$ cat src/rtl/dps_pkg.sv
package dps_pkg;

  typedef enum logic [2:0] {
    ST_IDLE,
    ST_ACTIVATE,
    ST_COL,
    ST_OPEN,
    ST_PRECHARGE,
    ST_REFRESH
  } seq_state_e;

  // strobes from control to datapath, active high
  typedef struct packed {
    logic rasOn;
    logic casOn;
    logic weOn;
    logic oeOn;
    logic dqDrive;
    logic selCol;
    logic selRef;
    logic take;
    logic done;
    logic refStep;
  } seq_strobe_t;

endpackage

$ cat src/rtl/dps_ctrl.sv
module dps_ctrl
  import dps_pkg::*;
#(
  parameter int T_RCD        = 2,
  parameter int T_CAS        = 2,
  parameter int T_RP         = 3,
  parameter int T_REF_ACT    = 2,
  parameter int REF_INTERVAL = 1024,
  parameter bit LATE_OE      = 1'b0
) (
  input  logic        clk,
  input  logic        rstN,
  input  logic        reqValid,
  input  logic        rowHit,
  input  logic        pendWrite,
  output logic        reqReady,
  output seq_strobe_t strobe
);

  localparam int MAX_A = (T_RCD > T_CAS) ? T_RCD : T_CAS;
  localparam int MAX_B = (T_RP > T_REF_ACT) ? T_RP : T_REF_ACT;
  localparam int MAXT  = (MAX_A > MAX_B) ? MAX_A : MAX_B;
  localparam int CNT_W = $clog2(MAXT + 1);
  localparam int TMR_W = $clog2(REF_INTERVAL);

  localparam logic [CNT_W-1:0] RCD_M1 = CNT_W'(T_RCD - 1);
  localparam logic [CNT_W-1:0] CAS_N  = CNT_W'(T_CAS);
  localparam logic [CNT_W-1:0] RP_M1  = CNT_W'(T_RP - 1);
  localparam logic [CNT_W-1:0] RP_N   = CNT_W'(T_RP);
  localparam logic [CNT_W-1:0] REF_M1 = CNT_W'(T_REF_ACT - 1);
  localparam logic [TMR_W-1:0] TMR_LAST = TMR_W'(REF_INTERVAL - 1);

  seq_state_e       state, nextState;
  logic [CNT_W-1:0] cnt, nextCnt;
  logic [TMR_W-1:0] refTimer;
  logic             refPending;
  logic             refFire;
  logic             refTake;
  logic             oeWindow;

  // output-enable placement inside the column phase
  generate
    if (LATE_OE) begin : g_lateOe
      assign oeWindow = (cnt < CNT_W'(T_CAS - 1));
    end else begin : g_earlyOe
      assign oeWindow = 1'b1;
    end
  endgenerate

  assign refFire  = (refTimer == TMR_LAST);
  assign reqReady = !refPending &&
                    ((state == ST_IDLE) || ((state == ST_OPEN) && rowHit));

  always_comb begin
    strobe    = '0;
    nextState = state;
    nextCnt   = (cnt == '0) ? cnt : cnt - 1'b1;
    refTake   = 1'b0;
    case (state)
      ST_IDLE: begin
        if (refPending) begin
          nextState = ST_REFRESH;
          nextCnt   = REF_M1;
          refTake   = 1'b1;
        end else if (reqValid) begin
          strobe.take = 1'b1;
          nextState   = ST_ACTIVATE;
          nextCnt     = RCD_M1;
        end
      end
      ST_ACTIVATE: begin
        strobe.rasOn = 1'b1;
        if (cnt == '0) begin
          nextState = ST_COL;
          nextCnt   = CAS_N;
        end
      end
      ST_COL: begin
        strobe.rasOn   = 1'b1;
        strobe.selCol  = 1'b1;
        strobe.casOn   = (cnt != CAS_N);
        strobe.weOn    = pendWrite;
        strobe.dqDrive = pendWrite;
        strobe.oeOn    = !pendWrite && oeWindow;
        if (cnt == '0) begin
          strobe.done = 1'b1;
          nextState   = ST_OPEN;
        end
      end
      ST_OPEN: begin
        strobe.rasOn = 1'b1;
        if (refPending) begin
          nextState = ST_PRECHARGE;
          nextCnt   = RP_M1;
        end else if (reqValid && rowHit) begin
          strobe.take = 1'b1;
          nextState   = ST_COL;
          nextCnt     = CAS_N;
        end else if (reqValid) begin
          nextState = ST_PRECHARGE;
          nextCnt   = RP_M1;
        end
      end
      ST_PRECHARGE: begin
        if (cnt == '0) nextState = ST_IDLE;
      end
      ST_REFRESH: begin
        strobe.rasOn  = 1'b1;
        strobe.selRef = 1'b1;
        if (cnt == '0) begin
          strobe.refStep = 1'b1;
          nextState      = ST_PRECHARGE;
          nextCnt        = RP_M1;
        end
      end
      default: nextState = ST_IDLE;
    endcase
  end

  always_ff @(posedge clk) begin
    if (!rstN) begin
      state      <= ST_IDLE;
      cnt        <= '0;
      refTimer   <= '0;
      refPending <= 1'b0;
    end else begin
      state      <= nextState;
      cnt        <= nextCnt;
      refTimer   <= refFire ? '0 : refTimer + 1'b1;
      refPending <= refFire ? 1'b1 : (refTake ? 1'b0 : refPending);
    end
  end

  // run-length counters for the strobe checks
  logic [CNT_W-1:0] rasHighRun;
  logic [CNT_W-1:0] casLowRun;

  always_ff @(posedge clk) begin
    if (!rstN) begin
      rasHighRun <= RP_N;
      casLowRun  <= '0;
    end else begin
      rasHighRun <= strobe.rasOn ? '0 :
                    ((rasHighRun >= RP_N) ? RP_N : rasHighRun + 1'b1);
      casLowRun  <= strobe.casOn ?
                    ((casLowRun == '1) ? casLowRun : casLowRun + 1'b1) : '0;
    end
  end


  ras_gap_chk: assert property (@(posedge clk) disable iff (!rstN)
    $rose(strobe.rasOn) |-> rasHighRun >= RP_N);


  cas_width_chk: assert property (@(posedge clk) disable iff (!rstN)
    $fell(strobe.casOn) |-> casLowRun == CAS_N);

endmodule

$ cat src/rtl/dps_dpath.sv
module dps_dpath
  import dps_pkg::*;
#(
  parameter int ADDR_W = 9,
  parameter int DATA_W = 8
) (
  input  logic              clk,
  input  logic              rstN,
  input  logic              reqWrite,
  input  logic [ADDR_W-1:0] reqRow,
  input  logic [ADDR_W-1:0] reqCol,
  input  logic [DATA_W-1:0] reqWdata,
  input  seq_strobe_t       strobe,
  output logic              rowHit,
  output logic              pendWrite,
  output logic              rspValid,
  output logic [DATA_W-1:0] rspRdata,
  output logic [ADDR_W-1:0] dramAddr,
  output logic              dramRasN,
  output logic              dramCasN,
  output logic              dramWeN,
  output logic              dramOeN,
  output logic [DATA_W-1:0] dramDqOut,
  output logic              dramDqOe,
  input  logic [DATA_W-1:0] dramDqIn
);

  logic [ADDR_W-1:0] rowQ, colQ, refRow;
  logic [DATA_W-1:0] dataQ;
  logic              writeQ;

  always_ff @(posedge clk) begin
    if (!rstN) begin
      rowQ     <= '0;
      colQ     <= '0;
      dataQ    <= '0;
      writeQ   <= 1'b0;
      refRow   <= '0;
      rspValid <= 1'b0;
      rspRdata <= '0;
    end else begin
      if (strobe.take) begin
        rowQ   <= reqRow;
        colQ   <= reqCol;
        dataQ  <= reqWdata;
        writeQ <= reqWrite;
      end
      if (strobe.refStep) refRow <= refRow + 1'b1;
      rspValid <= strobe.done;
      if (strobe.done && !writeQ) rspRdata <= dramDqIn;
    end
  end

  assign rowHit    = (reqRow == rowQ);
  assign pendWrite = writeQ;

  assign dramAddr  = strobe.selRef ? refRow : (strobe.selCol ? colQ : rowQ);
  assign dramRasN  = ~strobe.rasOn;
  assign dramCasN  = ~strobe.casOn;
  assign dramWeN   = ~strobe.weOn;
  assign dramOeN   = ~strobe.oeOn;
  assign dramDqOut = dataQ;
  assign dramDqOe  = strobe.dqDrive;


  we_setup_chk: assert property (@(posedge clk) disable iff (!rstN)
    $fell(dramCasN) |-> $stable(dramWeN));


  rsp_after_cas_chk: assert property (@(posedge clk) disable iff (!rstN)
    rspValid |-> $past(!dramCasN));

endmodule

$ cat src/rtl/dram_page_seq.sv
module dram_page_seq #(
  parameter int ADDR_W       = 9,
  parameter int DATA_W       = 8,
  parameter int T_RCD        = 2,
  parameter int T_CAS        = 2,
  parameter int T_RP         = 3,
  parameter int T_REF_ACT    = 2,
  parameter int REF_INTERVAL = 1024,
  parameter bit LATE_OE      = 1'b0
) (
  input  logic              clk,
  input  logic              rstN,
  input  logic              reqValid,
  input  logic              reqWrite,
  input  logic [ADDR_W-1:0] reqRow,
  input  logic [ADDR_W-1:0] reqCol,
  input  logic [DATA_W-1:0] reqWdata,
  output logic              reqReady,
  output logic              rspValid,
  output logic [DATA_W-1:0] rspRdata,
  output logic [ADDR_W-1:0] dramAddr,
  output logic              dramRasN,
  output logic              dramCasN,
  output logic              dramWeN,
  output logic              dramOeN,
  output logic [DATA_W-1:0] dramDqOut,
  output logic              dramDqOe,
  input  logic [DATA_W-1:0] dramDqIn
);

  dps_pkg::seq_strobe_t strobe;
  logic rowHit;
  logic pendWrite;

  dps_ctrl #(
    .T_RCD(T_RCD), .T_CAS(T_CAS), .T_RP(T_RP), .T_REF_ACT(T_REF_ACT),
    .REF_INTERVAL(REF_INTERVAL), .LATE_OE(LATE_OE)
  ) u_ctrl (
    .clk(clk), .rstN(rstN), .reqValid(reqValid), .rowHit(rowHit),
    .pendWrite(pendWrite), .reqReady(reqReady), .strobe(strobe)
  );

  dps_dpath #(.ADDR_W(ADDR_W), .DATA_W(DATA_W)) u_dpath (
    .clk(clk), .rstN(rstN), .reqWrite(reqWrite), .reqRow(reqRow),
    .reqCol(reqCol), .reqWdata(reqWdata), .strobe(strobe),
    .rowHit(rowHit), .pendWrite(pendWrite), .rspValid(rspValid),
    .rspRdata(rspRdata), .dramAddr(dramAddr), .dramRasN(dramRasN),
    .dramCasN(dramCasN), .dramWeN(dramWeN), .dramOeN(dramOeN),
    .dramDqOut(dramDqOut), .dramDqOe(dramDqOe), .dramDqIn(dramDqIn)
  );

endmodule

$ cat config.mk
export PLATFORM = sky130hd
export DESIGN_NAME = dram_page_seq
export DESIGN_NICKNAME = d
export VERILOG_FILES = /design/src/rtl/dps_pkg.sv /design/src/rtl/dps_ctrl.sv /design/src/rtl/dps_dpath.sv /design/src/rtl/dram_page_seq.sv
export SDC_FILE = /design/constraint.sdc
export NUM_CORES = 1
export LEC_CHECK = 0
export BUFFER_PORTS_ARGS = -buffer_cell sky130_fd_sc_hd__buf_2
export CAP_MARGIN = 20
export CORE_MARGIN = 2
export CORE_UTILIZATION = 45
export DETAILED_ROUTE_END_ITERATION = 6
export PLACE_DENSITY_LB_ADDON = 0.15
export SYNTH_ARGS = -nofsm -noshare
export SYNTH_HDL_FRONTEND = slang
export SYNTH_HIERARCHICAL = 1
export SYNTH_SLANG_ARGS = --single-unit
$ cat constraint.sdc
create_clock -name clk -period 3.7 [get_ports clk]
set_clock_uncertainty 0.05 [all_clocks]
set_input_delay 0.74 -clock clk [delete_from_list [all_inputs] [get_ports clk]]
set_output_delay 0.74 -clock clk [all_outputs]
set_load 0.01 [all_outputs]
==> run summary, run 1 <==
crit path time final = 3007 ps
Post-Syn Instances = 320
number of failing setup endpoints in the final timing report = 0
arrival time at the worst endpoint = 2220 ps
sequence of cells on the critical path = nand2_1 -> inv_1 -> mux2i_1 -> o21ai_1 -> buf_2
clock slew at reported path FFs = 70 ps
crit path launch type = flop
most frequent cells in the layout = 69 x sky130_fd_sc_hd__buf_2, 61 x sky130_fd_sc_hd__dfxtp_1, 58 x sky130_fd_sc_hd__nor2_1, 46 x sky130_fd_sc_hd__mux2i_1, 20 x sky130_fd_sc_hd__nand2_1
highest cell delay on the worst timing path = 670 ps
pin count of the biggest net entering global routing = 45
TritonCTS clock tree = done
Die Width = 83.57 µm
required time at the endpoint of the critical path = 2910 ps
share of the clock period used by the worst path = 81.27%
pre-CTS setup slack = 753.4 ps
final net count = 427
Max transition margin = 39.50%
Synth area leaders = sky130_fd_sc_hd__dfxtp_1 43%, sky130_fd_sc_hd__mux2i_1 16%, sky130_fd_sc_hd__nor2_1 7.6%, sky130_fd_sc_hd__xnor2_1 3.4%, sky130_fd_sc_hd__o21ai_0 2.8%
fill cell count = 604
actual slew at the worst max-slew pin = 905.7 ps
final wirelength = 6077 µm
result of the run = finished clean
crit path capture type = output pin
Leakage = 1.463 nW
Post-DP HPWL = 4310 µm
DIE AREA = 6984 µm²
DRC Markers = 0
Worst Slack Setup Final = 692.9 ps
starting utilization of the core area = 47.28%
crit path capture = dramAddr[7]
number of gates resized after CTS = 0
CP startpoint = u_ctrl/state[1]
setup repair after global routing missed its margin = false
proportion of synthesized flip-flops having asynchronous set or reset = 0%
number of nets produced by synthesis = 364
number of placement rows = 28
1st-iter DRT viols = 133
total number of yosys warnings = 6
register bit total from synthesis = 61
fraction of final layout cells sized beyond drive strength 1 = 23.26%
max-cap check violation count = 0
Max Root-Sink Buffers = 2
# Post-CTS Setup Buffers = 0
post-synthesis cell area = 2849 µm²
WL/cell = 13.15 µm
power density over the cells = 474.7 nW/µm²
clock buffer count from CTS = 9
Post-DRT Antenna Nets = 0
Primary FF master, synth = sky130_fd_sc_hd__dfxtp_1
total of hold buffers inserted after clock tree synthesis = 0
Core Box Area = 6026 µm²
first-pass iteration count of the detailed router = 4
global-route wire length before repair = 10080 µm
Hold Fails Final Rpt = 0
master of the slowest instance on the critical path = sky130_fd_sc_hd__dfxtp_1
post-detailed-route via-to-cell ratio = 4.989
clock tree root buffer cell = sky130_fd_sc_hd__clkbuf_8
clock network latency to the later pin of the worst-skew pair = 330 ps
y dimension of the die = 83.57 µm
via count of the first global-routing pass = 2158
post-synth cell types = 39
number of clock sinks = 61
Max FO, Critical Path = 18
total chip power = 1.622 mW
Max Freq = 332.5 MHz
worst flop-to-flop path startpoint = u_dpath/rowQ[3]
Worst Reg-to-Reg Cells = 10
Overall Global Routing Usage = 17.90%
destination of the worst register-to-register timing path = u_dpath/dramDqOut[7]
number of flops mapped to enable cells by yosys = 0
routability congestion estimate = 0.8123
area share of the largest cell type after synthesis = 42.86%
via count = 2305
path category of the worst min-delay check = reg -> reg
start-to-end type of the worst setup path = reg -> out
total inserted antenna cells = 0
Setup TNS = 0 ps
number of H-tree levels = 3
number of antenna violations at the first check in global routing = 0
number of buffers added on ports = 69
number of placed cells counting well taps = 447
Avg Inst Size Synth = 8.903 µm²
total grt overflow = 0
commonest non-fill, non-tap cell in the layout = sky130_fd_sc_hd__buf_2
area added between synthesis and finish = 19.94%
worst reg2reg setup slack = 1210 ps
post-layout instance count excluding filler cells = 462
IR Drop Worst-Case VDD = 0.2358 mV
max-slew violation count = 0
proportion of synthesized chip area in sequential cells = 42.86%
count of boundary I/O pins = 70
Synth area leader = sky130_fd_sc_hd__dfxtp_1
-- cells by family (layout without fill, tap and decap cells) --
| kind of cell | Yosys count | in the layout | share of synthesized area (%) |
|---|---|---|---|
| simple gates | 117 | 117 | 19.24 |
| xor+xnor | 18 | 18 | 5.534 |
| buf+inv | 31 | 98 | 5.050 |
| compound gates | 41 | 41 | 8.521 |
| flops | 61 | 61 | 42.86 |
| mux | 46 | 46 | 16.16 |
| fa+ha+maj | 6 | 6 | 2.635 |
-- worst min path at each step --
stage | from | to | slack [ps] | cells past startpoint
3_5_place_dp | u_ctrl/refTimer[0] | u_ctrl/refTimer[0] | 390 | 1
2_1_floorplan | u_ctrl/refTimer[0] | u_ctrl/refTimer[0] | 370 | 1
5_1_grt | u_ctrl/refTimer[0] | u_ctrl/refTimer[0] | 440 | 1
4_1_cts | u_ctrl/refTimer[0] | u_ctrl/refTimer[0] | 400 | 1
3_3_place_gp | u_ctrl/refTimer[0] | u_ctrl/refTimer[0] | 380 | 1
6_report | u_ctrl/refTimer[0] | u_ctrl/refTimer[0] | 390 | 1
-- layout make-up --
cell class	count	area (µm²)	share of cell area, %
multi-input combinational	228	1485	43.46
sequential	61	1221	35.74
timing repair buffer	71	372.9	10.91
clock buffer	11	151.4	4.431
tap	75	93.84	2.746
clock inverter	4	47.55	1.391
inverter	12	45.04	1.318
-- worst max-delay path: cells and delay by family, from the launching register on --
family,cells,cell delay [ps]
simple gates,1,210
buf+inv,2,580
compound gates,1,90
flops,1,670
mux,1,330
-- sequential cells by signal (all words and copies together), names as in the netlist --
| name | cells |
|---|---|
| u_ctrl/cnt | 2 |
| u_ctrl/refPending | 1 |
| u_ctrl/refTimer | 10 |
| u_ctrl/state | 3 |
| u_dpath/colQ | 9 |
| u_dpath/dramDqOut | 8 |
| u_dpath/pendWrite | 1 |
| u_dpath/refRow | 9 |
| u_dpath/rowQ | 9 |
| u_dpath/rspRdata | 8 |
| u_dpath/rspValid | 1 |
-- power breakdown --
group	total [mW]	switching, mW	internal (mW)	leakage (nW)
sequential	0.740	0.0400	0.700	0.497
combinational	0.288	0.151	0.138	0.865
clock	0.594	0.252	0.341	0.101
total	1.62	0.443	1.18	1.46
-- layer usage --
metal  track usage, %  routed length (µm)  vias up
met5                0                   0        -
met4            9.091                 112        0
met3            5.045                 349       11
met2            26.33                2741       58
met1            23.89                2873     1023
li1                 -                   -     1213
-- synth_stat cells, types with 2 or more instances --
library cell               instances
sky130_fd_sc_hd__o21ai_0          16
sky130_fd_sc_hd__nand2_1          20
sky130_fd_sc_hd__clkbuf_1          8
sky130_fd_sc_hd__nor2b_1           2
sky130_fd_sc_hd__inv_1            11
sky130_fd_sc_hd__a21oi_1          12
sky130_fd_sc_hd__and3_1            4
sky130_fd_sc_hd__buf_4             3
sky130_fd_sc_hd__nor2_1           58
sky130_fd_sc_hd__a41oi_1           2
sky130_fd_sc_hd__nand3_1           5
sky130_fd_sc_hd__and2_1            3
sky130_fd_sc_hd__o21bai_1          2
sky130_fd_sc_hd__xnor2_1          11
sky130_fd_sc_hd__xor2_1            7
sky130_fd_sc_hd__nor3_1            5
sky130_fd_sc_hd__nand2b_1          2
sky130_fd_sc_hd__or3_1             6
sky130_fd_sc_hd__ha_1              6
sky130_fd_sc_hd__buf_2             6
sky130_fd_sc_hd__nand4_1           6
sky130_fd_sc_hd__a31oi_1           2
sky130_fd_sc_hd__mux2i_1          46
sky130_fd_sc_hd__o21ai_1           2
sky130_fd_sc_hd__dfxtp_1          61
-- stage by stage --
step | hold slack [ps] | utilization [%] | area, µm²
floorplan | 367.5 | - | 2849
global placement | 383.8 | 53.41 | 3218
CTS | 402.2 | 56.71 | 3417
detailed placement | 392.2 | 53.41 | 3218
global route | 435.5 | 56.71 | 3417
finish | 394.7 | 56.71 | 3417
No activity file was read; power rests on OpenSTA's default activity.
==> run 2: changes to the inputs <==
--- a/config.mk
+++ b/config.mk
@@ -5,6 +5,7 @@
 export SDC_FILE = /design/constraint.sdc
 export NUM_CORES = 1
 export LEC_CHECK = 0
+export ABC_AREA = 1
 export BUFFER_PORTS_ARGS = -buffer_cell sky130_fd_sc_hd__buf_2
 export CAP_MARGIN = 20
 export CORE_MARGIN = 2
==> constraint.sdc (replaced) <==
create_clock -name clk -period 2.75 [get_ports clk]
set_clock_uncertainty 0.05 [all_clocks]
set_input_delay 0.55 -clock clk [delete_from_list [all_inputs] [get_ports clk]]
set_output_delay 0.55 -clock clk [all_outputs]
set_load 0.01 [all_outputs]
==> run summary, run 2 <==
most common cell in the synthesized netlist = sky130_fd_sc_hd__nor2_1
fraction of final layout cells sized beyond drive strength 1 = 21.46% (-1.8 points)
result of the run = finished clean
final net count = 547 (+28%)
start-to-end type of the worst setup path = reg -> out
global-route wire length before repair = 11880 µm (+18%)
number of clock sinks = 61 (unchanged)
y dimension of the die = 85.69 µm (+2.5%)
proportion of synthesized flip-flops having asynchronous set or reset = 0% (unchanged)
post-layout instance count excluding filler cells = 585 (+27%)
post-synthesis share of cell area spent on full adders, half adders and majority gates = 2.500% (-0.14 points)
internal portion of total power = 2.129 mW (+81%)
arrival time at the worst endpoint = 1810 ps (-410 ps)
Post-DRT Antenna Nets = 0 (unchanged)
TritonCTS clock tree = done
number of failing setup endpoints in the final timing report = 0 (unchanged)
Max transition margin = 51.80% (+12 points)
Synth area leaders = sky130_fd_sc_hd__dfxtp_1 41%, sky130_fd_sc_hd__nor2_1 10%, sky130_fd_sc_hd__nand2_1 9.1%, sky130_fd_sc_hd__o21ai_0 7.8%, sky130_fd_sc_hd__inv_1 7.5%
required time at the endpoint of the critical path = 2150 ps (-760 ps)
actual slew at the worst max-slew pin = 722.2 ps (-183.4 ps)
total chip power = 3.424 mW (+110%)
post-synthesis share of cell area spent on xor and xnor gates = 1.750% (-3.8 points)
Post-DP HPWL = 5008 µm (+16%)
register bit total from synthesis = 61 (unchanged)
portion of netlist area occupied by mux cells = 0% (-16 points)
commonest non-fill, non-tap cell in the layout = sky130_fd_sc_hd__nor2_1
path category of the worst min-delay check = in -> reg
number of H-tree levels = 3 (unchanged)
total number of yosys warnings = 6 (unchanged)
Synth Area in Compound Gates = 15.17% (+6.6 points)
Max Freq = 415.1 MHz
Avg Inst Size Synth = 6.919 µm² (-22%)
sequence of cells on the critical path = inv_2 -> nand2_1 -> inv_1 -> nand2_1 -> inv_1 -> inv_4 -> o211ai_1 -> o21a_1 -> buf_2
power density over the cells = 943.0 nW/µm² (+99%)
number of antenna violations at the first check in global routing = 0 (unchanged)
highest cell delay on the worst timing path = 410 ps (-260 ps)
routability congestion estimate = 0.8996 (+11%)
master of the slowest instance on the critical path = sky130_fd_sc_hd__dfxtp_1
clock tree root buffer cell = sky130_fd_sc_hd__clkbuf_8
Post-Syn Instances = 434 (+36%)
Overall Global Routing Usage = 20.13% (+2.2 points)
Core Box Area = 6386 µm² (+6.0%)
crit path capture type = output pin
max-slew violation count = 0 (unchanged)
post-synthesis cell area = 3003 µm² (+5.4%)
Core Util, Final = 56.86% (+0.15 points)
switching share of power = 37.83% (+11 points)
DIE AREA = 7343 µm² (+5.1%)
max-cap check violation count = 0 (unchanged)
total of hold buffers inserted after clock tree synthesis = 0 (unchanged)
crit path time final = 2409 ps
crit path launch type = flop
share of the clock period used by the worst path = 87.61%
clock slew at reported path FFs = 70 ps (about the same)
total grt overflow = 0 (unchanged)
setup repair after global routing missed its margin = false
area share of the largest cell type after synthesis = 40.67% (-2.2 points)
via count = 2851 (+24%)
Primary FF master, synth = sky130_fd_sc_hd__dfxtp_1
count of boundary I/O pins = 70 (unchanged)
Synth area leader = sky130_fd_sc_hd__dfxtp_1
Sw Pwr = 1.295 mW (+190%)
number of flops mapped to enable cells by yosys = 0 (unchanged)
Max Root-Sink Buffers = 2 (unchanged)
number of nets produced by synthesis = 478 (+31%)
dominant combinational cell family by area after synthesis = simple AND/OR/NAND/NOR gates
first-pass iteration count of the detailed router = 4 (unchanged)
area added between synthesis and finish = 20.92%
fraction of the mapped netlist area in simple logic gates = 29.50% (+10 points)
register name with the most flops = u_ctrl/refTimer
combinational fraction of design power = 37.8% (+20 points)
DRC Markers = 0 (unchanged)
Die Width = 85.69 µm (+2.5%)
proportion of synthesized chip area in sequential cells = 40.67% (-2.2 points)
via count of the first global-routing pass = 2616 (+21%)
pre-CTS setup slack = 345.4 ps (-408.0 ps)
most frequent cells after synthesis = 82 x sky130_fd_sc_hd__nor2_1, 73 x sky130_fd_sc_hd__nand2_1, 61 x sky130_fd_sc_hd__dfxtp_1
total inserted antenna cells = 0 (unchanged)
clock network latency to the later pin of the worst-skew pair = 330 ps (about the same)
clock buffer count from CTS = 9 (unchanged)
number of placed cells counting well taps = 569 (+27%)
Max FO, Critical Path = 18 (unchanged)
IR Drop Worst-Case VDD = 0.4824 mV (+100%)
Worst Slack Setup Final = 340.7 ps (-352.1 ps)
fraction of power consumed by sequential logic = 35.5% (-10 points)
Setup TNS = 0 ps (unchanged)
most frequent cells in the layout = 82 x sky130_fd_sc_hd__nor2_1, 73 x sky130_fd_sc_hd__nand2_1, 69 x sky130_fd_sc_hd__buf_2, 61 x sky130_fd_sc_hd__dfxtp_1, 60 x sky130_fd_sc_hd__inv_1
number of placement rows = 29 (+3.6%)
Hold Fails Final Rpt = 0 (unchanged)
clock power share = 26.7% (-9.9 points)
WL/cell = 11.81 µm (-10%)
final wirelength = 6911 µm (+14%)
post-synth cell types = 27 (-31%)
1st-iter DRT viols = 118 (-11%)
Leakage = 1.753 nW (+20%)
post-detailed-route via-to-cell ratio = 4.874 (-2.3%)
pin count of the biggest net entering global routing = 36 (-20%)
starting utilization of the core area = 47.02% (-0.26 points)
flip-flop count of the largest register after layout = 10 (unchanged)
number of buffers added on ports = 69 (unchanged)
[run 2: changes by cell type after synthesis, moves of 11 or more]
cell | previous run | this run
sky130_fd_sc_hd__a21oi_1 | 12 | 23
sky130_fd_sc_hd__inv_1 | 11 | 60
sky130_fd_sc_hd__mux2i_1 | 46 | 0
sky130_fd_sc_hd__nand2_1 | 20 | 73
sky130_fd_sc_hd__nand3_1 | 5 | 17
sky130_fd_sc_hd__nor2_1 | 58 | 82
sky130_fd_sc_hd__o21ai_0 | 16 | 47
[run 2: through the flow]
step | cell area, µm² | hold slack, ps
2_1_floorplan | 3003 | 367.5
3_5_place_dp | 3403 | 393.2
3_3_place_gp | 3403 | 381.4
5_1_grt | 3631 | 388.0
4_1_cts | 3630 | 376.2
6_report | 3631 | 387.2
[run 2: layout make-up]
type                            count  area, µm²
Clock buffer                       12      155.1
Clock inverter                      4      70.07
Fill cell                         648       2755
Inverter                           63      239.0
Multi-Input combinational cell    295       1474
Sequential cell                    61       1221
Tap cell                           77      96.34
Timing Repair Buffer               73      375.4
[run 2: routing by layer]
metal / GRT usage, % / vias up / routed length, µm
li1: - / 1512 / -
met1: 26.95 / 1265 / 3397
met2: 31.53 / 67 / 3057
met3: 5.101 / 7 / 388
met4: 7.215 / 0 / 68
met5: 0 / - / 0
[run 2: logic make-up after synthesis]
group           count (synthesis)
flops                          61
fa+ha+maj                       6
buf+inv                        78
xor+xnor                        6
compound gates                 84
simple gates                  199
[run 2: power groups by stage]
stage | clock network [mW] | registers [mW] | logic, mW
detailed placement | 0 | 1.23 | 1.30
finish | 0.913 | 1.22 | 1.29
CTS | 0.936 | 1.22 | 1.30
global placement | 0 | 1.23 | 1.27
floorplan | 0 | 1.25 | 0.866
global route | 0.973 | 1.24 | 1.48
[run 2: path summary, 6_finish.rpt]
kind	startpoint	end	slack (ps)	depth (start not counted)
setup / recovery	u_ctrl/state[1]	dramAddr[1]	340	9
hold reg to reg	u_ctrl/refTimer[0]	u_ctrl/refTimer[0]	400	1
setup reg to reg	u_ctrl/state[0]	u_dpath/rspRdata[7]	670	12
hold / removal	reqCol[6]	u_dpath/colQ[6]	390	3
[run 2: what timing repair did]
| item | in CTS | in global routing |
|---|---|---|
| buffers inserted | 0 | 0 |
| hold endpoints to repair | 0 | 0 |
| gates resized for setup | 1 | 1 |
| setup endpoints to repair | 5 | 1 |
[run 2: worst max-delay path: cells and delay by family (launching register included)]
family,cells,cell delay (ps)
AO/OA/AOI/OAI,2,280
buffers and inverters,5,540
flip-flops,1,410
AND/OR/NAND/NOR,2,230
==> run 3: changes to the inputs <==
--- a/config.mk
+++ b/config.mk
@@ -9,7 +9,7 @@
 export BUFFER_PORTS_ARGS = -buffer_cell sky130_fd_sc_hd__buf_2
 export CAP_MARGIN = 20
 export CORE_MARGIN = 2
-export CORE_UTILIZATION = 45
+export CORE_UTILIZATION = 48
 export DETAILED_ROUTE_END_ITERATION = 6
 export PLACE_DENSITY_LB_ADDON = 0.15
 export SYNTH_ARGS = -nofsm -noshare
==> constraint.sdc (replaced) <==
create_clock -name clk -period 2.75 [get_ports clk]
set_clock_uncertainty 0.05 [all_clocks]
set_input_delay 0.275 -clock clk [delete_from_list [all_inputs] [get_ports clk]]
set_output_delay 0.275 -clock clk [all_outputs]
set_load 0.01 [all_outputs]
==> run summary, run 3 (synthesis results as in run 2) <==
Post-DRT Antenna Nets = 0 (unchanged)
path category of the worst min-delay check = in -> reg
clock slew at reported path FFs = 70 ps (about the same)
total grt overflow = 0 (unchanged)
number of buffers added on ports = 69 (unchanged)
Max transition margin = 47.07% (-4.7 points)
flip-flop count of the largest register after layout = 10 (unchanged)
final net count = 545 (-0.37%)
crit path time final = 2501 ps (+91.46 ps)
Max FO, Critical Path = 18 (unchanged)
clock network latency to the later pin of the worst-skew pair = 330 ps (about the same)
setup repair after global routing missed its margin = false
Overall Global Routing Usage = 20.47% (+0.34 points)
Worst Slack Setup Final = 249.3 ps (-91.46 ps)
total of hold buffers inserted after clock tree synthesis = 0 (unchanged)
DRC Markers = 0 (unchanged)
most frequent cells in the layout = 82 x sky130_fd_sc_hd__nor2_1, 73 x sky130_fd_sc_hd__nand2_1, 69 x sky130_fd_sc_hd__buf_2, 61 x sky130_fd_sc_hd__dfxtp_1, 60 x sky130_fd_sc_hd__inv_1
start-to-end type of the worst setup path = reg -> out
Setup TNS = 0 ps (unchanged)
final wirelength = 6731 µm (-2.6%)
power density over the cells = 931.8 nW/µm² (-1.2%)
pin count of the biggest net entering global routing = 51 (+42%)
number of clock sinks = 61 (unchanged)
commonest non-fill, non-tap cell in the layout = sky130_fd_sc_hd__nor2_1
starting utilization of the core area = 50.13% (+3.1 points)
WL/cell = 11.61 µm (-1.8%)
Leakage = 1.737 nW (-0.91%)
Core Box Area = 5991 µm² (-6.2%)
max-cap check violation count = 0 (unchanged)
actual slew at the worst max-slew pin = 793.9 ps (+71.65 ps)
fraction of final layout cells sized beyond drive strength 1 = 21.19% (-0.27 points)
max-slew violation count = 0 (unchanged)
area added between synthesis and finish = 19.96%
Max Root-Sink Buffers = 2 (unchanged)
post-detailed-route via-to-cell ratio = 4.948 (+1.5%)
Die Width = 83.10 µm (-3.0%)
share of the clock period used by the worst path = 90.94% (+3.3 points)
number of H-tree levels = 3 (unchanged)
total chip power = 3.357 mW (-2.0%)
required time at the endpoint of the critical path = 2420 ps (+270 ps)
y dimension of the die = 83.10 µm (-3.0%)
number of failing setup endpoints in the final timing report = 0 (unchanged)
TritonCTS clock tree = done
number of gates resized after CTS = 0 (-1)
arrival time at the worst endpoint = 2180 ps (+370 ps)
via count = 2870 (+0.67%)
first-pass iteration count of the detailed router = 4 (unchanged)
Max Freq = 399.9 MHz (-3.7%)
IR Drop Worst-Case VDD = 0.4891 mV (+1.4%)
clock buffer count from CTS = 9 (unchanged)
routability congestion estimate = 0.8602 (-4.4%)
via count of the first global-routing pass = 2612 (-0.15%)
DIE AREA = 6905 µm² (-6.0%)
pre-CTS setup slack = 502.7 ps (+157.2 ps)
clock tree root buffer cell = sky130_fd_sc_hd__clkbuf_8
number of antenna violations at the first check in global routing = 0 (unchanged)
Hold Fails Final Rpt = 0 (unchanged)
global-route wire length before repair = 11630 µm (-2.1%)
1st-iter DRT viols = 122 (+3.4%)
number of placement rows = 28 (-3.4%)
crit path capture type = output pin
register name with the most flops = u_ctrl/refTimer
Post-DP HPWL = 4841 µm (-3.3%)
# Post-CTS Setup Buffers = 0 (unchanged)
count of boundary I/O pins = 70 (unchanged)
result of the run = finished clean
total inserted antenna cells = 0 (unchanged)
crit path launch type = flop
run 3: changes by cell type in the layout (fill, tap and decap cells not counted):
cell                         change
sky130_fd_sc_hd__buf_4           -2
sky130_fd_sc_hd__clkbuf_1        -1
sky130_fd_sc_hd__clkbuf_8        -1
sky130_fd_sc_hd__clkinv_2        +1
sky130_fd_sc_hd__clkinvlp_4      +1
sky130_fd_sc_hd__inv_4           -1
run 3: worst paths after layout:
check | startpoint | end | slack (ps) | cells after the start
setup / recovery | u_ctrl/state[0] | dramAddr[0] | 250 | 8
hold / removal | reqWdata[2] | u_dpath/dramDqOut[2] | 110 | 3
setup reg to reg | u_ctrl/state[0] | u_dpath/rspRdata[0] | 640 | 11
hold reg to reg | u_ctrl/refTimer[0] | u_ctrl/refTimer[0] | 410 | 1
run 3: power breakdown:
part / switching, mW / internal, mW
Clock: 0.342 / 0.525
Sequential: 0.141 / 1.09
Combinational: 0.787 / 0.469
Total: 1.27 / 2.09
run 3: area by class of cell:
type,count,area [µm²]
Clock buffer,10,137.6
Clock inverter,5,75.07
Fill cell,592,2389
Inverter,63,240.2
Multi-Input combinational cell,295,1474
Sequential cell,61,1221
Tap cell,75,93.84
Timing Repair Buffer,71,360.3
run 3: per-stage QoR:
step | cell area (µm²) | hold WS (ps) | util, % | cells
2_1_floorplan | 3003 | 345.4 | - | 434
3_3_place_gp | 3386 | 381.4 | 56.52 | 565
3_5_place_dp | 3386 | 396.3 | 56.52 | 565
4_1_cts | 3598 | 100.7 | 60.07 | 580
5_1_grt | 3602 | 112.7 | 60.13 | 580
6_report | 3602 | 113.8 | 60.13 | 580
run 3: per-layer routing:
layer  track usage (%)  wire, µm  vias up
li1                  -         -     1504
met1             26.60      3132     1284
met2             32.77      3051       72
met3             4.672       427       10
met4             8.495       121        0
met5                 0         0        -
run 3: critical path: stages (launching register included):
cell	delay, ps
sky130_fd_sc_hd__dfxtp_1	530
sky130_fd_sc_hd__nand2_1	150
sky130_fd_sc_hd__inv_1	120
sky130_fd_sc_hd__nand2_1	100
sky130_fd_sc_hd__inv_1	110
sky130_fd_sc_hd__clkinvlp_4	280
sky130_fd_sc_hd__o211ai_1	270
sky130_fd_sc_hd__o21a_1	160
sky130_fd_sc_hd__buf_2	120
